`src/rtl/sertx_pkg.sv`:
```
package sertx_pkg;
  localparam int DATA_W = 8;

  typedef enum logic [2:0] {
    S_IDLE,
    S_START,
    S_DATA,
    S_PAR,
    S_STOP
  } fr_state_t;

  // Parity over the configured data bits; odd sense inverts the XOR.
  function automatic logic frame_parity(input logic [DATA_W-1:0] d,
                                        input logic seven,
                                        input logic odd);
    logic [DATA_W-1:0] m;
    m = d;
    if (seven) m[DATA_W-1] = 1'b0;
    return (^m) ^ odd;
  endfunction
endpackage

```
`src/rtl/sertx_fifo.sv`:
```
module sertx_fifo #(
  parameter int W     = 8,
  parameter int DEPTH = 16,
  localparam int AW   = (DEPTH > 1) ? $clog2(DEPTH) : 1,
  localparam int CW   = $clog2(DEPTH + 1)
) (
  input  logic          clk,
  input  logic          rst_n,
  input  logic          wr_valid,
  input  logic [W-1:0]  wr_data,
  input  logic          rd_pop,
  input  logic          ovf_clr,
  output logic [W-1:0]  rd_data,
  output logic [CW-1:0] count,
  output logic          full,
  output logic          empty,
  output logic          ovf
);
  logic [W-1:0]  mem [DEPTH];
  logic [AW-1:0] wptr, rptr;
  logic          push, pop;

  assign full    = (count == CW'(DEPTH));
  assign empty   = (count == '0);
  assign push    = wr_valid && !full;
  assign pop     = rd_pop && !empty;
  assign rd_data = mem[rptr];

  always_ff @(posedge clk) begin
    if (push) mem[wptr] <= wr_data;
  end

  always_ff @(posedge clk or negedge rst_n) begin
    if (!rst_n) begin
      wptr  <= '0;
      rptr  <= '0;
      count <= '0;
      ovf   <= 1'b0;
    end else begin
      if (push) wptr <= (wptr == AW'(DEPTH - 1)) ? '0 : wptr + 1'b1;
      if (pop)  rptr <= (rptr == AW'(DEPTH - 1)) ? '0 : rptr + 1'b1;
      case ({push, pop})
        2'b10:   count <= count + 1'b1;
        2'b01:   count <= count - 1'b1;
        default: count <= count;
      endcase
      if (wr_valid && full) ovf <= 1'b1;
      else if (ovf_clr)     ovf <= 1'b0;
    end
  end
endmodule

```
`src/rtl/sertx_framer.sv`:
```
module sertx_framer
  import sertx_pkg::*;
#(
  parameter int OS_HI = 16,
  parameter int OS_LO = 8,
  localparam int TW   = $clog2(OS_HI)
) (
  input  logic              clk,
  input  logic              rst_n,
  input  logic              tick,
  input  logic              cfg_os8,
  input  logic              cfg_data7,
  input  logic              cfg_par_en,
  input  logic              cfg_par_odd,
  input  logic              cfg_stop2,
  input  logic [DATA_W-1:0] head_data,
  input  logic              q_empty,
  output logic              pop,
  output logic              txd,
  output logic              idle
);
  fr_state_t         state;
  logic [DATA_W-1:0] shreg;
  logic              par_bit;
  logic [TW-1:0]     tcnt;
  logic [2:0]        bitcnt;
  logic [TW-1:0]     tlast;
  logic [2:0]        dlast;
  logic              bit_done, frame_end;

  assign tlast     = cfg_os8 ? TW'(OS_LO - 1) : TW'(OS_HI - 1);
  assign dlast     = cfg_data7 ? 3'd6 : 3'd7;
  assign bit_done  = (state != S_IDLE) && tick && (tcnt == tlast);
  assign frame_end = (state == S_STOP) && bit_done &&
                     (bitcnt == (cfg_stop2 ? 3'd1 : 3'd0));
  assign pop       = !q_empty && ((state == S_IDLE) || frame_end);
  assign idle      = (state == S_IDLE);

  always_comb begin
    case (state)
      S_START: txd = 1'b0;
      S_DATA:  txd = shreg[0];
      S_PAR:   txd = par_bit;
      default: txd = 1'b1;
    endcase
  end

  always_ff @(posedge clk or negedge rst_n) begin
    if (!rst_n) begin
      state   <= S_IDLE;
      shreg   <= '0;
      par_bit <= 1'b0;
      tcnt    <= '0;
      bitcnt  <= '0;
    end else if (pop) begin
      state   <= S_START;
      shreg   <= head_data;
      par_bit <= frame_parity(head_data, cfg_data7, cfg_par_odd);
      tcnt    <= '0;
      bitcnt  <= '0;
    end else begin
      if (state != S_IDLE && tick) tcnt <= bit_done ? '0 : tcnt + 1'b1;
      if (bit_done) begin
        case (state)
          S_START: begin
            state  <= S_DATA;
            bitcnt <= '0;
          end
          S_DATA: begin
            shreg <= shreg >> 1;
            if (bitcnt == dlast) begin
              state  <= cfg_par_en ? S_PAR : S_STOP;
              bitcnt <= '0;
            end else begin
              bitcnt <= bitcnt + 1'b1;
            end
          end
          S_PAR: begin
            state  <= S_STOP;
            bitcnt <= '0;
          end
          S_STOP: begin
            if (frame_end) state <= S_IDLE;
            else           bitcnt <= bitcnt + 1'b1;
          end
          default: state <= S_IDLE;
        endcase
      end
    end
  end
endmodule

```
`src/rtl/sertx_top.sv`:
```
module sertx_top
  import sertx_pkg::*;
#(
  parameter int DEPTH = 16,
  parameter int OS_HI = 16,
  parameter int OS_LO = 8,
  localparam int CW   = $clog2(DEPTH + 1)
) (
  input  logic              clk,
  input  logic              rst_n,
  input  logic              tick,
  input  logic              cfg_os8,
  input  logic              cfg_data7,
  input  logic              cfg_par_en,
  input  logic              cfg_par_odd,
  input  logic              cfg_stop2,
  input  logic              in_valid,
  input  logic [DATA_W-1:0] in_data,
  output logic              in_ready,
  input  logic              ovf_clr,
  output logic              txd,
  output logic              fifo_full,
  output logic              fifo_empty,
  output logic [CW-1:0]     fifo_count,
  output logic              tx_end,
  output logic              ovf
);
  logic [DATA_W-1:0] head;
  logic              pop, idle;

  sertx_fifo #(.W(DATA_W), .DEPTH(DEPTH)) u_fifo (
    .clk      (clk),
    .rst_n    (rst_n),
    .wr_valid (in_valid),
    .wr_data  (in_data),
    .rd_pop   (pop),
    .ovf_clr  (ovf_clr),
    .rd_data  (head),
    .count    (fifo_count),
    .full     (fifo_full),
    .empty    (fifo_empty),
    .ovf      (ovf)
  );

  sertx_framer #(.OS_HI(OS_HI), .OS_LO(OS_LO)) u_framer (
    .clk         (clk),
    .rst_n       (rst_n),
    .tick        (tick),
    .cfg_os8     (cfg_os8),
    .cfg_data7   (cfg_data7),
    .cfg_par_en  (cfg_par_en),
    .cfg_par_odd (cfg_par_odd),
    .cfg_stop2   (cfg_stop2),
    .head_data   (head),
    .q_empty     (fifo_empty),
    .pop         (pop),
    .txd         (txd),
    .idle        (idle)
  );

  assign in_ready = !fifo_full;
  assign tx_end   = idle && fifo_empty;
endmodule

```
`config.mk`:
```
export PLATFORM = sky130hd
export DESIGN_NAME = sertx_top
export DESIGN_NICKNAME = d
export VERILOG_FILES = /design/src/rtl/sertx_pkg.sv /design/src/rtl/sertx_fifo.sv /design/src/rtl/sertx_framer.sv /design/src/rtl/sertx_top.sv
export SDC_FILE = /design/constraint.sdc
export NUM_CORES = 1
export LEC_CHECK = 0
export BUFFER_PORTS_ARGS = -buffer_cell sky130_fd_sc_hd__clkbuf_2
export CAP_MARGIN = 30
export CORE_MARGIN = 2
export CORE_UTILIZATION = 69
export CTS_BUF_LIST = sky130_fd_sc_hd__clkbuf_8
export DETAILED_ROUTE_END_ITERATION = 8
export HOLD_SLACK_MARGIN = 0.15
export PLACE_DENSITY_LB_ADDON = 0.05
export SLEW_MARGIN = 20
export SYNTH_ARGS = -nofsm -noshare
export SYNTH_HDL_FRONTEND = slang
export SYNTH_HIERARCHICAL = 1
export SYNTH_SLANG_ARGS = --single-unit
```
`constraint.sdc`:
```
create_clock -name clk -period 4.8 [get_ports clk]
set_clock_uncertainty 0.15 [all_clocks]
set_input_delay 0.48 -clock clk [delete_from_list [all_inputs] [get_ports clk]]
set_output_delay 0.48 -clock clk [all_outputs]
set_load 0.1 [all_outputs]
```
-- Yosys cells after proc, flatten, opt, wreduce, memory -nomap -nowiden
Memory sizes are Yosys's and may differ from the RTL's.
Cells that the tools add are included.
- add/sub/neg operators: 6
- muxes and demuxes: 30
- equal/unequal tests: 15
- bitwise logic cells: 1
- reduce and logical (&&, ||, !) cells: 26
- operators by type and width (cell ; number):
    2-to-1 mux 3 bit ; 9
    2-to-1 mux 4 bit ; 6
    2-to-1 mux 8 bit ; 3
    adder 4 x 1 -> 4 bit (second input constant) ; 3
    one-hot mux 3 bit (4 select lines) ; 1
    one-hot mux 5 bit (2 select lines) ; 1
    nonzero test 2 bit ; 5
    logical AND 1 bit ; 9
    one-hot mux 3 bit (3 select lines) ; 1
    == test 4 bit (second input constant) ; 2
    2-to-1 mux 1 bit ; 8
    parity 8 bit ; 1
    == test 3 x 2 -> 1 bit (second input constant) ; 2
    == test 3 bit ; 2
    != test 3 x 2 -> 1 bit (second input constant) ; 2
    AND reduction 3 bit ; 2
    adder 5 x 1 -> 5 bit (second input constant) ; 1
    == test 5 bit (second input constant) ; 1
    logical NOT 5 bit ; 1
    subtractor 5 x 1 -> 5 bit (second input constant) ; 1
    == test 4 bit ; 1
    nonzero test 4 bit ; 1
    adder 3 x 1 -> 3 bit (second input constant) ; 1
    == test 3 x 1 -> 1 bit (second input constant) ; 1
    other kinds (12) ; 13
- bits in writable memories: 128
- output and inout port bits: 11
- register bits after elaboration: 33
- memories: 1
- word-level logic and storage cells: 88
- memories (memory ; words ; bits a word ; read ports ; clocked after Yosys merged registers in ; wr ports ; RTL line ; source):
    u_fifo.mem ; 16 ; 8 ; 1 ; 0 ; 1 ; sertx_fifo.sv:19 ; logic [W-1:0] mem [DEPTH];

-- Logic depth before layout (Yosys ltp)
Gate-level depths: netlist of the first run.
- word-level depth: 10
- mapped depth: 13
- depth with buffers taken out: 12

-- Hierarchy
The synthesis of the first run kept the hierarchy.
- modules (own cells, without submodules) (module ; area an instance (um^2) ; instances ; cells an instance):
    sertx_fifo ; 5803.1 ; 1 ; 314
    sertx_framer ; 1303.8 ; 1 ; 131
    sertx_top ; 10.0 ; 1 ; 2

-- Worst setup path after synthesis of the first run
OpenSTA, ideal clock, no wires.
- path kind: reg2reg
- start point: register u_fifo.count[1]
- end point: register u_fifo.count[4]
- library setup time: 0.162 ns
- stages on the path, launching flop included: 14
- arrival time: 5.043 ns
- period minus slack after synthesis: 5.355 ns
- path slack: -0.555 ns
- buffers on the path: 1
- data required time: 4.488 ns
- cells stage by stage: dfrtp_1 or4_4 nor2_1 nor3_1 nand2_2 inv_1 buf_4 o21a_4 ha_1 fa_1 a21o_1 a21oi_1 mux2i_1 xnor2_1
- longest elaborated chain between the ends: 6
- elaborated cells on any way between the ends: 13
- those cells by class: 2 x add/sub; 3 x eq/ne; 1 x mux; 7 x reduce/logical
- RTL lines (what ; RTL line ; source):
    from (decl) ; sertx_fifo.sv:14 ; output logic [CW-1:0] count,
    from (signal assigned) ; sertx_fifo.sv:43 ; 2'b10: count <= count + 1'b1;
    from (signal assigned) ; sertx_fifo.sv:44 ; 2'b01: count <= count - 1'b1;
    from (signal assigned) ; sertx_fifo.sv:45 ; default: count <= count;
    logical NOT 5 bit (*) ; sertx_fifo.sv:24 ; assign empty = (count == '0);
    net fifo_empty ; sertx_top.sv:23 ; output logic fifo_empty,
    logical NOT 1 bit (*) ; sertx_framer.sv:36 ; assign pop = !q_empty && ((state == S_IDLE) || frame_end);
    logical AND 1 bit (*) ; sertx_framer.sv:36 ;
    net pop ; sertx_top.sv:29 ; logic pop, idle;
    logical AND 1 bit (*) ; sertx_fifo.sv:26 ; assign pop = rd_pop && !empty;
    net u_fifo.pop ; sertx_fifo.sv:21 ; logic push, pop;
    == test 2 x 1 -> 1 bit or == test 2 bit (tied branches) ; sertx_fifo.sv:42 ; case ({push, pop})
    one-hot mux 5 bit (2 select lines) or nonzero test 2 bit (tied branches) ; - ;
Mark *: on every way through the listed nets, which the timed path passes. The rest lies on a longest branch.
A chain may end at the register's enable or synchronous reset.

-- Worst setup path in the final report of the first run
- start point: register u_fifo.count[1]
- end point: register u_fifo.count[4]
- longest elaborated chain between the ends: 6
- elaborated cells on any way between the ends: 13
- those cells by class: 2 x add/sub; 3 x eq/ne; 1 x mux; 7 x reduce/logical
- RTL lines (what ; RTL line):
    logical NOT 5 bit (*) ; sertx_fifo.sv:24
    logical NOT 1 bit (*) ; sertx_framer.sv:36
    logical AND 1 bit (*) ; sertx_framer.sv:36
    net pop ; sertx_top.sv:29
    logical AND 1 bit (*) ; sertx_fifo.sv:26
    net u_fifo.pop ; sertx_fifo.sv:21
    == test 2 x 1 -> 1 bit or == test 2 bit (tied branches) ; sertx_fifo.sv:42
    one-hot mux 5 bit (2 select lines) or nonzero test 2 bit (tied branches) ; -
Marks and branches as above.

==> run summary, run 1 <==
Overall routing resource usage -> 26.2%
Remaining antenna violation count -> 0
CP arrival -> 3900 ps
Power Dens Cells -> 613 nW/um^2
TritonRoute pass-1 iters -> 7
RSZ-0062 raised after global routing -> false
Min-delay src -> ovf_clr
Slew @ Worst Pin -> 950 ps
Hold depth -> 3
Antenna violations before repair -> 0
Setup crit end kind -> flop
Yosys warns -> 6
Worst Path Max Fanout -> 12
Starting Density -> 69.9%
Global routing usage on met1 -> 36.1%
Fillers -> 589
Clock sink total -> 161
IO Pins -> 29
Ratio of cells with drive above 1 in the final layout -> 22.0%
Die W -> 106 um
Clock root cell -> clkbuf_8
Max Slew Vio Count -> 0
Max Clk Rate -> 0.271 GHz
Worst hold path type -> in -> reg
Placed Area -> 7380 um^2
GRT met3 Usage -> 6.62%
Placed cell count -> 598
Placement Rows -> 37
Cells after Synth -> 447
Hold Vio Cnt, Final -> 0
Period minus WS final -> 3690 ps
Slew HR -> 36.4%
Cells on worst reg2reg path -> 12
Routed via count -> 3,988
Ant diodes -> 0
DRC viols -> 0
R2r endpoint -> u_fifo/count[4]
Clk Latency, worst-skew pair -> 430 ps
Syn Area/Cell -> 15.9 um^2
R2r startpoint -> u_fifo/count[1]
Seq/Total Area, Yosys -> 65.6%
Number of gates resized after cts -> 0
DR vias/cell -> 6.31
WL/cell -> 21.2 um
GRT busiest layer -> met2
Hold Path Sink -> u_fifo/ovf
Leakage -> 2.76 nW
CP startpoint kind -> flop
Core area -> 10,200 um^2
CTS Buffer Depth -> 2
Final Non-Filler Cells -> 632
Final setup viols -> 0
EDFF count, synth -> 128
Fin Setup TNS -> 0 ps
Dpl hpwl -> 8.95 mm
Worst EP required -> 5010 ps
Area delta synth->final -> 9.70%
Post-route cell area -> 7810 um^2
Max-Cap Viols -> 0
Routed wire length -> 13.4 mm
DRT iter0 DRCs -> 351
FF/Latch Area -> 4670 um^2
Status -> finished, final reports clean
H-tree levels -> 4
Number of synthesized register bits -> 161
Vias in the first global route -> 3,937
Pin count of the biggest net entering global routing -> 37
Final GP Congestion -> 0.840
R2R setup slack -> 1110 ps
Main synth FF type -> edfxtp_1
Multi-input combinational cell area -> 2300 um^2
TritonCTS clock tree -> yes
Syn Nets -> 477
Cell variety after synth -> 56
Cell area after synthesis -> 7120 um^2
Ys async rst share -> 20.5%
Layout net count -> 513
Num CTS Buffers -> 17
First-pass GRT wire length -> 21.6 mm
Die H -> 106 um
Setup CP Type -> reg -> reg
Final hold slack -> 180 ps
Die area -> 11,100 um^2
Maximum VDD drop -> 0.000351 V
GR Overflow Total -> 0
# port buffers -> 28
Period utilization -> 76.8%
Reg clk slew, reported paths -> 90 ps
GR Util met2 -> 42.7%
-- registers in the layout, indices dropped and copies added (netlist names) --
signal and cells:
u_fifo/wptr 4, u_fifo/count 5, u_framer/par_bit 1, u_framer/tcnt 4
u_fifo/rptr 4, u_fifo/mem 128, u_framer/bitcnt 3, u_fifo/ovf 1
u_framer/state 3, u_framer/shreg 8
-- worst max-delay path: stages (launching register included) --
cell and delay (ps):
dfrtp_1 450, or4_4 590, nor2_2 170, nor3_1 140, nand2_2 200, inv_1 220, o21a_4 200, ha_1 280
fa_1 450, a21o_1 200, a21oi_1 200, mux2i_1 240, xnor2_1 130
-- timing repair --
item	CTS	global route
endpoints found under the hold margin	34	0
setup buffers	0	0
hold buffers	2	0
-- cells in the final DEF (no fill, tap or decap), drive strengths merged, types with 9 or more instances in the layout --
cell    count
mux2i      27
nand2      19
inv        16
xnor2      13
mux2       15
ha         11
edfxtp    128
a22oi       9
mux4       24
clkbuf     45
dfrtp      33
nor2       20
nor3        9
o21ai      24
-- Yosys cell counts, drive strengths merged (2+ instances only) --
cell / n / area, um^2
o21a: 2 / 22.5
xnor2: 13 / 121
mux2: 15 / 176
ha: 11 / 138
mux2i: 27 / 270
nor2: 20 / 75.1
nand2b: 5 / 31.3
xor2: 6 / 52.6
a21oi: 8 / 40.0
edfxtp: 128 / 3840
and2: 4 / 25.0
nor3: 9 / 45.0
o31ai: 4 / 30.0
a22oi: 9 / 67.6
nor3b: 2 / 15.0
nand3: 8 / 40.0
o211ai: 4 / 30.0
a21o: 3 / 23.8
clkbuf: 6 / 23.8
dfrtp: 33 / 826
a22o: 2 / 17.5
o21ai: 24 / 120
a32oi: 8 / 70.1
nor2b: 4 / 25.0
mux4: 24 / 541
inv: 10 / 37.5
nand2: 19 / 73.8
a31oi: 2 / 12.5
o31a: 2 / 17.5
a211o: 2 / 17.5
buf: 15 / 88.8
a21boi: 4 / 30.0
or2: 3 / 18.8
-- final cells by class --
type | count | share of cell area [%]
inverter | 10 | 0.481
tap | 136 | 2.18
sequential | 161 | 59.8
timing repair buffer | 38 | 2.82
clock inverter | 15 | 2.23
clock buffer | 17 | 3.00
multi-input combinational | 255 | 29.5
-- through the flow --
stage | total power, mW | utilization [%] | setup slack, ps
finish | 4.78 | 76.7 | 1110
global route | 5.03 | 76.7 | 884
CTS | 4.81 | 76.7 | 1130
detailed placement | 3.82 | 72.5 | 1150
global placement | 3.77 | 72.5 | 1250
floorplan | 3.42 | - | 25.7
-- cell families after synthesis --
logic type      after synthesis  synth area share [%]
mux                          66                  13.9
xor+xnor                     20                  2.76
flops                       161                  65.6
compound gates               78                  7.77
fa+ha+maj                    12                  2.22
buf+inv                      31                  2.11
simple gates                 79                  5.66
-- report_power, final --
part / switching (mW) / internal (mW)
Clock: 0.508 / 0.478
Sequential: 0.327 / 1.73
Combinational: 0.976 / 0.767
-- how the worst max path moves through the flow --
stage | start | endpoint | slack, ps | cells past startpoint
global route | u_fifo/count[1] | u_fifo/count[4] | 880 | 12
floorplan | u_fifo/count[1] | u_fifo/count[4] | 30 | 13
detailed placement | u_fifo/count[1] | u_fifo/count[4] | 1150 | 12
global placement | u_fifo/count[1] | u_fifo/count[4] | 1250 | 12
finish | u_fifo/count[1] | u_fifo/count[4] | 1110 | 12
CTS | u_fifo/count[1] | u_fifo/count[4] | 1130 | 12
-- routing by layer --
layer  routed length [um]  share of wire [%]
met2                 6910                 52
met5                    0                  0
met3                  729                5.5
met4                  108               0.81
met1                 5620                 42
(Power assumes the default switching activity.)
==> run 2, diff against run 1 <==
CORE_UTILIZATION = 64   (was 69)
clock period = 3.8 ns   (was 4.8 ns; I/O delays follow)
==> run 2 against run 1 <==
Compared with the run above: count of clock-buffer cells in the layout stayed put; highest routed layer unchanged; largest cell class unchanged; die area is 7.5% higher; critical path depth is the same; flip-flop and latch count is the same; maximum frequency rose by 8.7%; critical path type unchanged; power grew 25%; clock power rose by 13%; largest power group unchanged.
==> run summary, run 2 (same netlist as run 1, synthesis figures left out) <==
Fin Setup TNS -> 0 ps (unchanged)
Period minus WS final -> 3390 ps (-295 ps)
# port buffers -> 28 (unchanged)
Hold depth -> 4 (+1)
Most frequent cells in the layout -> edfxtp_1, clkbuf_2, mux2i_1, dfrtp_1, mux4_2
Fillers -> 699 (+19%)
Max-Cap Viols -> 0 (unchanged)
Maximum VDD drop -> 0.000634 V (+81%)
Post-CTS Setup Bufs -> 0 (unchanged)
Post-route cell area -> 7910 um^2 (+1.3%)
R2r endpoint -> u_fifo/count[4]
Overall routing resource usage -> 23.5% (-2.7 points)
WL/cell -> 19.9 um (-5.9%)
Total power draw -> 5.97 mW (+25%)
Sw power -> 2.26 mW (+25%)
Cell-internal power -> 3.71 mW (+25%)
H-tree levels -> 4 (unchanged)
Clk Latency, worst-skew pair -> 450 ps (+20 ps)
Area delta synth->final -> 11.2%
Top flop regs -> u_fifo/mem x128, u_framer/shreg x8, u_fifo/count x5
Worst Path Max Fanout -> 12 (unchanged)
Die W -> 109 um (+3.7%)
Layout net count -> 525 (+2.3%)
Leakage -> 2.81 nW (+1.7%)
TritonRoute pass-1 iters -> 5 (-2)
Starting Density -> 65.7% (-4.2 points)
RSZ-0062 raised after global routing -> false
Cells on worst reg2reg path -> 12 (unchanged)
Hold Path Sink -> u_framer/tcnt[1]
Clock root cell -> clkbuf_8
R2R setup slack -> 410 ps (-710 ps)
DRT iter0 DRCs -> 364 (+3.7%)
Placement Rows -> 38 (+2.7%)
Routed wire length -> 12.9 mm (-3.5%)
Dpl hpwl -> 8.86 mm (-0.94%)
Power Dens Cells -> 755 nW/um^2 (+23%)
Clock sink total -> 161 (unchanged)
Remaining antenna violation count -> 0 (unchanged)
Switch share -> 37.8% (about the same)
IO Pins -> 29 (unchanged)
TritonCTS clock tree -> yes
Core area -> 10,800 um^2 (+6.4%)
Routed via count -> 3,992 (+0.10%)
DR vias/cell -> 6.16 (-2.4%)
Pin count of the biggest net entering global routing -> 34 (-8.1%)
Placed Area -> 7510 um^2 (+1.8%)
Final Non-Filler Cells -> 648 (+2.5%)
Worst Setup Slack, final -> 409 ps (-705 ps)
Ant diodes -> 0 (unchanged)
Placed cell count -> 612 (+2.3%)
Min-delay src -> tick
Seq pwr share -> 42.6% (-0.4 points)
Reg clk slew, reported paths -> 80 ps (about the same)
Largest Register -> u_fifo/mem
Hold Vio Cnt, Final -> 0 (unchanged)
Final hold slack -> 195 ps (+15.5 ps)
CP startpoint kind -> flop
Clock power frac -> 18.6% (-2.0 points)
Slew HR -> 44.5% (+8.1 points)
Max Clk Rate -> 0.295 GHz (+8.7%)
Period utilization -> 89.2% (+12 points)
Max reg flops -> 128 (unchanged)
Die H -> 109 um (+3.7%)
Setup CP Type -> reg -> reg
Final GP Congestion -> 0.870 (+3.6%)
Antenna violations before repair -> 0 (unchanged)
First-pass GRT wire length -> 20.0 mm (-7.3%)
Slew @ Worst Pin -> 832 ps (-118 ps)
Num CTS Buffers -> 17 (unchanged)
Max Slew Vio Count -> 0 (unchanged)
Core Util, Final -> 73.0% (-3.7 points)
Setup slack after placement -> 433 ps (-721 ps)
Final setup viols -> 0 (unchanged)
Worst EP required -> 4020 ps (-990 ps)
Ratio of cells with drive above 1 in the final layout -> 24.2% (+2.2 points)
CP arrival -> 3610 ps (-290 ps)
R2r startpoint -> u_fifo/count[0]
Die area -> 12,000 um^2 (+7.5%)
CTS Buffer Depth -> 2 (unchanged)
Setup crit end kind -> flop
GR Overflow Total -> 0 (unchanged)
Worst hold path type -> in -> reg
DRC viols -> 0 (unchanged)
Status -> finished, final reports clean
Commonest non-fill, non-tap cell in the layout -> edfxtp_1
Combinational Power Share -> 38.7% (+2.3 points)
Vias in the first global route -> 3,733 (-5.2%)
run 2: cell count changes in the layout (fill, tap and decap cells not counted), sizes merged:
cell,before,now
dlygate4sd3,2,4
clkinvlp,2,3
bufinv,2,1
buf,8,18
run 2: power groups by stage:
stage	clock network [mW]	logic [mW]	registers (mW)
floorplan	0	1.78	2.57
global placement	0	2.26	2.57
detailed placement	0	2.30	2.59
CTS	1.14	2.31	2.55
global route	1.21	2.48	2.60
finish	1.11	2.31	2.55
run 2: worst max-delay path, stage by stage, from the launching register on:
cell and delay [ps]:
dfrtp_4 520, or4_4 590, nor2_4 190, nor3_4 80, nand2_2 210, inv_2 150, o21a_4 170, ha_4 190
fa_2 370, a21o_1 170, a21oi_2 150, mux2i_1 240, xnor2_1 140
run 2: area by class of cell:
| cell class | instances | area, um^2 | share of cell area, % |
|---|---|---|---|
| Inverter | 10 | 37.5 | 0.474 |
| Multi-Input combinational cell | 255 | 2330 | 29.5 |
| Tap cell | 140 | 175 | 2.21 |
| Clock buffer | 17 | 234 | 2.96 |
| Clock inverter | 15 | 124 | 1.57 |
| Timing Repair Buffer | 50 | 325 | 4.11 |
| Sequential cell | 161 | 4680 | 59.2 |
run 2: how the worst max path moves through the flow:
stage	startpoint	end	slack, ps	cells past startpoint
2_1_floorplan	u_fifo/count[0]	u_fifo/count[4]	-30	13
3_3_place_gp	u_fifo/count[0]	u_fifo/count[4]	540	12
3_5_place_dp	u_fifo/count[0]	u_fifo/count[4]	430	12
4_1_cts	u_fifo/count[0]	u_fifo/count[4]	400	12
5_1_grt	u_fifo/count[0]	u_fifo/count[4]	230	12
6_report	u_fifo/count[0]	u_fifo/count[4]	410	12
run 2: layer usage:
layer | vias to the layer above | track usage, % | part of all wire, %
li1 | 1839 | - | -
met1 | 2020 | 35.9 | 46
met2 | 114 | 33.5 | 47
met3 | 19 | 5.57 | 5.9
met4 | 0 | 8.50 | 1.7
met5 | - | 0 | 0
run 2: what timing repair did:
| item | CTS | global route |
|---|---|---|
| gates resized for setup | 0 | 0 |
| setup endpoints to repair | 0 | 0 |
| hold buffers | 4 | 0 |
| hold endpoints to repair | 36 | 0 |
